`src/rtl/snp_pkg.sv`:
```
package snp_pkg;
  typedef enum logic [1:0] {
    ST_I = 2'd0,
    ST_S = 2'd1,
    ST_E = 2'd2,
    ST_M = 2'd3
  } mesi_e;
endpackage

```
`src/rtl/snp_tag_store.sv`:
```
module snp_tag_store #(
  parameter int IDX_W = 4,
  parameter int TAG_W = 12,
  parameter int ST_W  = 2
) (
  input  logic             clk,
  input  logic             rst,
  input  logic             fill_en,
  input  logic [IDX_W-1:0] fill_idx,
  input  logic [TAG_W-1:0] fill_tag,
  input  logic [ST_W-1:0]  fill_state,
  input  logic             upd_en,
  input  logic [IDX_W-1:0] upd_idx,
  input  logic [ST_W-1:0]  upd_state,
  input  logic [IDX_W-1:0] rd_idx,
  input  logic [IDX_W-1:0] cmp_idx,
  input  logic [TAG_W-1:0] cmp_tag,
  output logic             match,
  output logic [ST_W-1:0]  state
);
  localparam int DEPTH = 1 << IDX_W;

  logic [TAG_W-1:0] tag_mem [DEPTH];
  logic [TAG_W-1:0] rd_tag;
  logic [ST_W-1:0]  st_vec  [DEPTH];

  // tag array: one write port, registered read, suitable for block RAM
  always_ff @(posedge clk) begin
    if (fill_en) tag_mem[fill_idx] <= fill_tag;
    rd_tag <= tag_mem[rd_idx];
  end

  // line states in flops so reset can clear them in one cycle
  for (genvar i = 0; i < DEPTH; i++) begin : g_line
    logic [ST_W-1:0] st_q;
    always_ff @(posedge clk) begin
      if (rst)
        st_q <= '0;
      else if (upd_en && upd_idx == IDX_W'(i))
        st_q <= upd_state;
      else if (fill_en && fill_idx == IDX_W'(i))
        st_q <= fill_state;
    end
    assign st_vec[i] = st_q;
  end

  assign match = (rd_tag == cmp_tag);
  assign state = st_vec[cmp_idx];
endmodule

```
`src/rtl/snp_wb_ctrl.sv`:
```
module snp_wb_ctrl #(
  parameter int ADDR_W = 16
) (
  input  logic              clk,
  input  logic              rst,
  input  logic              start,
  input  logic [ADDR_W-1:0] start_addr,
  input  logic              start_inv,
  input  logic              ack,
  output logic              pend,
  output logic              done,
  output logic [ADDR_W-1:0] addr,
  output logic              inv
);
  always_ff @(posedge clk) begin
    if (rst) begin
      pend <= 1'b0;
      addr <= '0;
      inv  <= 1'b0;
    end else if (start) begin
      pend <= 1'b1;
      addr <= start_addr;
      inv  <= start_inv;
    end else if (done) begin
      pend <= 1'b0;
    end
  end

  assign done = pend & ack;
endmodule

```
`src/rtl/snoop_responder.sv`:
```
module snoop_responder #(
  parameter int ADDR_W = 16,
  parameter int IDX_W  = 4
) (
  input  logic              clk,
  input  logic              rst,
  input  logic              stop_i,
  input  logic              init_i,
  input  logic              eads_i,
  input  logic [ADDR_W-1:0] inq_addr_i,
  input  logic              inv_i,
  input  logic              fill_en_i,
  input  logic              fill_dsel_i,
  input  logic [ADDR_W-1:0] fill_addr_i,
  input  logic [1:0]        fill_state_i,
  input  logic              wb_ack_i,
  output logic              hit_o,
  output logic              hitm_o,
  output logic              wb_req_o,
  output logic [ADDR_W-1:0] wb_addr_o
);
  import snp_pkg::*;
  localparam int TAG_W = ADDR_W - IDX_W;

  // stage 1: captured strobe
  logic              s1_v, s1_inv;
  logic [ADDR_W-1:0] s1_addr;
  // stage 2: lookup result
  logic              s2_v, s2_inv, s2_ih, s2_dh, s2_dm;
  logic [ADDR_W-1:0] s2_addr;
  logic              hit_q;

  logic              wb_pend, wb_done, wb_inv;
  logic [ADDR_W-1:0] wb_addr;

  logic inq_busy, inq_accept;
  logic i_match, d_match;
  logic [0:0] i_state;
  logic [1:0] d_state;
  logic i_hit, d_hit, d_mod;

  logic             i_upd_en, d_upd_en;
  logic [0:0]       i_upd_state;
  logic [1:0]       d_upd_state;
  logic [IDX_W-1:0] d_upd_idx;

  assign inq_busy   = s1_v | s2_v | wb_pend;
  assign inq_accept = eads_i & ~inq_busy & ~stop_i & ~init_i;

  always_ff @(posedge clk) begin
    if (rst) begin
      s1_v    <= 1'b0;
      s1_inv  <= 1'b0;
      s1_addr <= '0;
    end else begin
      s1_v <= inq_accept;
      if (inq_accept) begin
        s1_addr <= inq_addr_i;
        s1_inv  <= inv_i;
      end
    end
  end

  snp_tag_store #(.IDX_W(IDX_W), .TAG_W(TAG_W), .ST_W(1)) u_istore (
    .clk        (clk),
    .rst        (rst),
    .fill_en    (fill_en_i & ~fill_dsel_i),
    .fill_idx   (fill_addr_i[IDX_W-1:0]),
    .fill_tag   (fill_addr_i[ADDR_W-1:IDX_W]),
    .fill_state (fill_state_i[0:0]),
    .upd_en     (i_upd_en),
    .upd_idx    (s2_addr[IDX_W-1:0]),
    .upd_state  (i_upd_state),
    .rd_idx     (inq_addr_i[IDX_W-1:0]),
    .cmp_idx    (s1_addr[IDX_W-1:0]),
    .cmp_tag    (s1_addr[ADDR_W-1:IDX_W]),
    .match      (i_match),
    .state      (i_state)
  );

  snp_tag_store #(.IDX_W(IDX_W), .TAG_W(TAG_W), .ST_W(2)) u_dstore (
    .clk        (clk),
    .rst        (rst),
    .fill_en    (fill_en_i & fill_dsel_i),
    .fill_idx   (fill_addr_i[IDX_W-1:0]),
    .fill_tag   (fill_addr_i[ADDR_W-1:IDX_W]),
    .fill_state (fill_state_i),
    .upd_en     (d_upd_en),
    .upd_idx    (d_upd_idx),
    .upd_state  (d_upd_state),
    .rd_idx     (inq_addr_i[IDX_W-1:0]),
    .cmp_idx    (s1_addr[IDX_W-1:0]),
    .cmp_tag    (s1_addr[ADDR_W-1:IDX_W]),
    .match      (d_match),
    .state      (d_state)
  );

  assign i_hit = s1_v & i_match & i_state[0];
  assign d_hit = s1_v & d_match & (d_state != ST_I);
  assign d_mod = (d_state == ST_M);

  always_ff @(posedge clk) begin
    if (rst) begin
      s2_v    <= 1'b0;
      s2_inv  <= 1'b0;
      s2_ih   <= 1'b0;
      s2_dh   <= 1'b0;
      s2_dm   <= 1'b0;
      s2_addr <= '0;
    end else begin
      s2_v <= s1_v;
      if (s1_v) begin
        s2_inv  <= s1_inv;
        s2_ih   <= i_hit;
        s2_dh   <= d_hit;
        s2_dm   <= d_hit & d_mod;
        s2_addr <= s1_addr;
      end
    end
  end

  // hit output register: forced low in stop-clock and init
  always_ff @(posedge clk) begin
    if (rst || stop_i || init_i)
      hit_q <= 1'b0;
    else if (s2_v)
      hit_q <= s2_ih | s2_dh;
  end

  snp_wb_ctrl #(.ADDR_W(ADDR_W)) u_wb (
    .clk        (clk),
    .rst        (rst),
    .start      (s2_v & s2_dm),
    .start_addr (s2_addr),
    .start_inv  (s2_inv),
    .ack        (wb_ack_i),
    .pend       (wb_pend),
    .done       (wb_done),
    .addr       (wb_addr),
    .inv        (wb_inv)
  );

  // state updates: immediate for clean lines, after acknowledge for modified
  assign i_upd_en    = s2_v & s2_ih;
  assign i_upd_state = ~s2_inv;
  assign d_upd_en    = (s2_v & s2_dh & ~s2_dm) | wb_done;
  assign d_upd_idx   = wb_done ? wb_addr[IDX_W-1:0] : s2_addr[IDX_W-1:0];
  assign d_upd_state = (wb_done ? wb_inv : s2_inv) ? ST_I : ST_S;

  assign hit_o     = hit_q;
  assign hitm_o    = wb_pend;
  assign wb_req_o  = wb_pend;
  assign wb_addr_o = wb_addr;
endmodule

```
`config.mk`:
```
export PLATFORM = sky130hd
export DESIGN_NAME = snoop_responder
export DESIGN_NICKNAME = d
export VERILOG_FILES = /design/src/rtl/snp_pkg.sv /design/src/rtl/snp_tag_store.sv /design/src/rtl/snp_wb_ctrl.sv /design/src/rtl/snoop_responder.sv
export SDC_FILE = /design/constraint.sdc
export NUM_CORES = 1
export LEC_CHECK = 0
export ABC_AREA = 1
export BUFFER_PORTS_ARGS = -buffer_cell sky130_fd_sc_hd__buf_4
export CAP_MARGIN = 25
export CORE_ASPECT_RATIO = 0.7
export CORE_UTILIZATION = 60
export DETAILED_ROUTE_END_ITERATION = 12
export GPL_ROUTABILITY_DRIVEN = 1
export HOLD_SLACK_MARGIN = 0.1
export PLACE_DENSITY = 0.79
export SYNTH_ARGS = -nofsm -noshare
export SYNTH_HDL_FRONTEND = slang
export SYNTH_SLANG_ARGS = --single-unit
```
`constraint.sdc`:
```
create_clock -name clk -period 2.05 [get_ports clk]
set_input_delay 0 -clock clk [delete_from_list [all_inputs] [get_ports clk]]
set_output_delay 0 -clock clk [all_outputs]
set_load 0.01 [all_outputs]
```
==> metrics.sh <==
POST_SYNTH_INST_COUNT=1881
WORSTPATHMAXFANOUT=18
P_LEAK_uW=0.00931
TIMING.FINAL.WS_SETUP_PS=-2.63
DIE_HEIGHT_UM=159
FINALWEIGHTEDCONGESTION=0.941
FIN_SKEW_PS=13.9
CORE_AREA_UM2=34700
NUMPLACEDINSTANCES=2374
POST_ROUTE_CLOCK_PERIOD_UTILIZATION_PCT=100
TIMING.SETUP.CRITICAL_PATH_CLASS='flip-flop to flip-flop'
POST_ROUTE_CELLS_DRIVE_ABOVE_1_SHARE_PCT=10.5
DIE_X_UM=226
VDD.IR_DROP.WORST_mV=0.864
DETAIL_ROUTE.VIAS_PER_CELL=6.08
LIST_OF_CELLS_TRAVERSED_BY_THE_CRITICAL_PATH='buf_4 > nor3_4 > nand3_2 > buf_12 > o21ai_0 > a21oi_1 > dlygate4sd3_1'
CPPEAKSTAGEDELAY_PS=570
MAXSLEWVIOLCOUNT=0
CAP_VIOL_MAX_COUNT=0
ROWS=57
CLOCK_INSERTION_DELAY_WORST_SKEW_PS=570
FINAL-HOLD-VIOLATION-COUNT=0
NUMBER_OF_GLOBAL_ROUTE_VIAS_BEFORE_REPAIR=14529
CTS.PATH.MAX_BUFFERS=3
POWER_DENSITY_nW_PER_UM2=879
CLOCK_TRANSITION_AT_THE_REGISTERS_OF_THE_REPORTED_PATHS_PS=70
FF2FF_SETUP_SLACK_PS=-3
OVERALL_TRACK_DEMAND_OVER_CAPACITY_IN_GLOBAL_ROUTING_PCT=31.0
TRITONCTS='yes'
SETUP-VIOLATIONS-FINAL=1
RUN_STATUS='complete, but fails checks'
REG2REG_END='s1_addr[15]'
YOSYSWARNINGS=0
DETAILROUTE.VIA_COUNT=15292
CLOCK_SINK_COUNT=514
HOLDPATHSTAGES=4
DRT-INITIAL-DRC-COUNT=2013
DIE_AREA_UM2=36000
DETAIL_ROUTE.WL_PER_CELL_UM=22.2
CP_NUM_CELLS=7
SLEW_HEADROOM_PCT=58.0
FIRST_PASS_ITERS=5
ANTENNA-DIODE-COUNT=0
MIN_DELAY_WORST_ENDPOINT='s1_addr[1]'
SYNTH_UNIQUE_CELLS=32
TIMING.FMAX_MHz=487
MOST_USED_FLIP_FLOP_CELL_AFTER_SYNTHESIS='edfxtp_1'
WORSTHOLDSTART='inq_addr_i[1]'
POST-DP-HPWL_UM=34100
GRT_PASS1_WL_UM=83800
WORST-SLEW-PIN-TRANSITION_PS=630
END_KIND='flip-flop'
RSZ_0062_RAISED_AFTER_GLOBAL_ROUTING='yes'
WORSTHOLDPATHTYPE='input port to flip-flop'
CRIT-REG2REG-LAUNCH='s1_v'
AVGSYNTHCELLAREA_UM2=11.2
GLOBAL_ROUTE.OVERFLOW_TOTAL=0
PIN_COUNT=62
SYNTH.FF_LATCH_COUNT=514
CRITPATHTOPFAMILY='buffers and inverters'
TIMING.CRITICAL_PATH.SLOWEST_STAGE_CELL='dlygate4sd3_1'
LAYOUT.NETS=2050
AREA_DELTA_SYNTH_FINAL_PCT=15.8
SYNTH-ASYNC-RESET-RATIO_PCT=0
START_UTIL_PCT=61.0
CLOCK_TREE.HTREE_LEVEL_COUNT=2
PORT-BUFFER-COUNT=61
TIMING.CRITICAL_PATH.BUF_INV=3
COUNT_OF_ANTENNA_VIOLATING_NETS_LEFT_AFTER_DETAILED_ROUTING=0
YS_SEQ_AREA_SHARE_PCT=66.8
FINAL_PERIOD_MINUS_WORST_SETUP_SLACK_PS=2050
MAPPED_NETS=1924
WORST_EP_ARRIVAL_TIME_PS=2500
R2R_CELLS=7
NUMBER_OF_ANTENNA_VIOLATIONS_AT_THE_FIRST_CHECK_IN_GLOBAL_ROUTING=0
DETAILED_ROUTE_DRC_ERROR_COUNT=0
VIOLATED_CHECKS='setup timing'
POST-PLACE-WS_PS=208
CTS_INSERTED_BUFFERS=47
CTS-ROOT-BUF='clkbuf_16'
POST_SYNTH_EDFFS=384
SYNTH_AREA_UM2=21100
POST_LAYOUT_NONFILLER_INSTANCES=2516
TOTALWIRELENGTH_UM=55800
WORST-ENDPOINT-REQUIRED_PS=2490
PIN_COUNT_OF_THE_BIGGEST_NET_ENTERING_GLOBAL_ROUTING=82
CRIT_PATH_START_KIND='flip-flop'
-- layer usage --
layer	global-route usage [%]	vias to the layer above	routed length (um)
met1	44.2	7378	22800
met5	0	-	0
met2	46.9	902	25100
li1	-	6916	-
met3	8.97	96	6700
met4	7.95	0	1170
-- report_power, final --
part | leakage [uW] | switching, uW | internal, uW | total [uW]
clock | 0.000732 | 3770 | 4850 | 8620
combinational | 0.00405 | 975 | 489 | 1460
sequential | 0.00452 | 84.1 | 11300 | 11400
total | 0.00931 | 4830 | 16700 | 21500
-- synth_stat cells (3+ instances only) --
library cell	instances	share of area, %
dfxtp_1	130	12
buf_1	12	0.21
nand2_1	217	3.9
nor2_1	75	1.3
buf_4	8	0.28
buf_6	3	0.16
buf_2	24	0.57
mux2i_1	96	4.5
clkinv_1	4	0.071
clkbuf_1	60	1.1
a21oi_1	173	4.1
a31oi_1	10	0.30
o21ai_1	3	0.071
o21ai_0	208	4.9
xor2_1	7	0.29
inv_1	204	3.6
xnor2_1	4	0.17
edfxtp_1	384	55
nor3_1	7	0.17
o211ai_1	111	3.9
nand3_1	127	3.0
-- how the worst max path moves through the flow --
stage / startpoint / slack (ps) / to
2_1_floorplan: u_wb.pend / 480 / u_dstore.g_line[0].st_q[0]
3_3_place_gp: u_wb.pend / 280 / u_dstore.g_line[15].st_q[1]
3_5_place_dp: u_wb.pend / 210 / u_dstore.g_line[15].st_q[1]
4_1_cts: init_i / 10 / s1_addr[7]
5_1_grt: s1_v / -80 / s1_addr[15]
6_report: s1_v / -3 / s1_addr[15]
-- timing repair --
item                                   in CTS  in global routing
setup buffers                               0                  2
setup endpoints to repair                   0                 17
hold buffers                               53                  1
endpoints found under the hold margin     455                  1
resized for setup                           0                 13
-- cell families after synthesis --
group	count (synthesis)	share of synthesized area (%)
mux	96	4.54
simple gates	434	8.66
flops	514	66.8
xor+xnor	11	0.456
compound gates	510	13.5
buf+inv	316	6.00
-- flip-flops by register name, indices dropped and copies added (netlist names) --
| name | cells |
|---|---|
| s2_addr | 16 |
| u_istore.rd_tag | 12 |
| u_wb.inv | 1 |
| u_istore.tag_mem | 192 |
| s2_dm | 1 |
| u_istore.g_line.st_q | 16 |
| s2_v | 1 |
| s1_inv | 1 |
| u_dstore.tag_mem | 192 |
| s2_ih | 1 |
| s2_inv | 1 |
| hit_o | 1 |
| u_dstore.rd_tag | 12 |
| s1_addr | 16 |
| u_wb.pend | 1 |
| u_dstore.g_line.st_q | 32 |
| u_wb.addr | 16 |
| s1_v | 1 |
| s2_dh | 1 |
-- layout make-up --
class / count / area (um2)
Clock buffer: 64 / 1300
Tap cell: 472 / 591
Multi-Input combinational cell: 1051 / 5770
Fill cell: 2333 / 10200
Clock inverter: 22 / 194
Timing Repair Buffer: 184 / 1710
Inverter: 209 / 785
Sequential cell: 514 / 14100
-- layout by cell type (no fill, tap or decap), types with 3 or more instances in the layout --
cell and count:
nor3_1 6, o21ai_2 3, dfxtp_1 130, buf_4 115, nand2_1 217, clkbuf_1 10, dlygate4sd3_1 53, mux2i_1 96
clkinvlp_4 3, o21ai_0 204, clkbuf_16 49, buf_12 14, o211ai_1 111, clkinv_2 7, o21ai_1 6, nor2_1 73
xnor2_1 4, xor2_1 7, a21oi_1 173, nand3_1 126, a31oi_1 10, clkinv_1 10, bufinv_16 3, nor2_2 3
clkbuf_8 4, inv_1 204, edfxtp_1 384
-- per-stage QoR --
step | utilization, % | instance area, um2 | hold WS [ps] | TNS [ps] | power (uW)
final | 70.7 | 24500 | 163 | -2.63 | 21500
after global routing | 70.7 | 24500 | 188 | -117 | 22100
after CTS | 70.4 | 24400 | 140 | 0 | 21500
after detailed placement | 64.6 | 22400 | 260 | 0 | 13000
after global placement | 64.6 | 22400 | 263 | 0 | 12900
after floorplan | - | 21100 | 98.9 | 0 | 12400
-- worst register-to-register path, stage by stage, from the launching register on --
cell and delay [ps]:
dfxtp_1 320, buf_4 200, nor3_4 210, nand3_2 140, buf_12 180, o21ai_0 250, a21oi_1 70, dlygate4sd3_1 570
No activity file was read; power rests on OpenSTA's default activity.
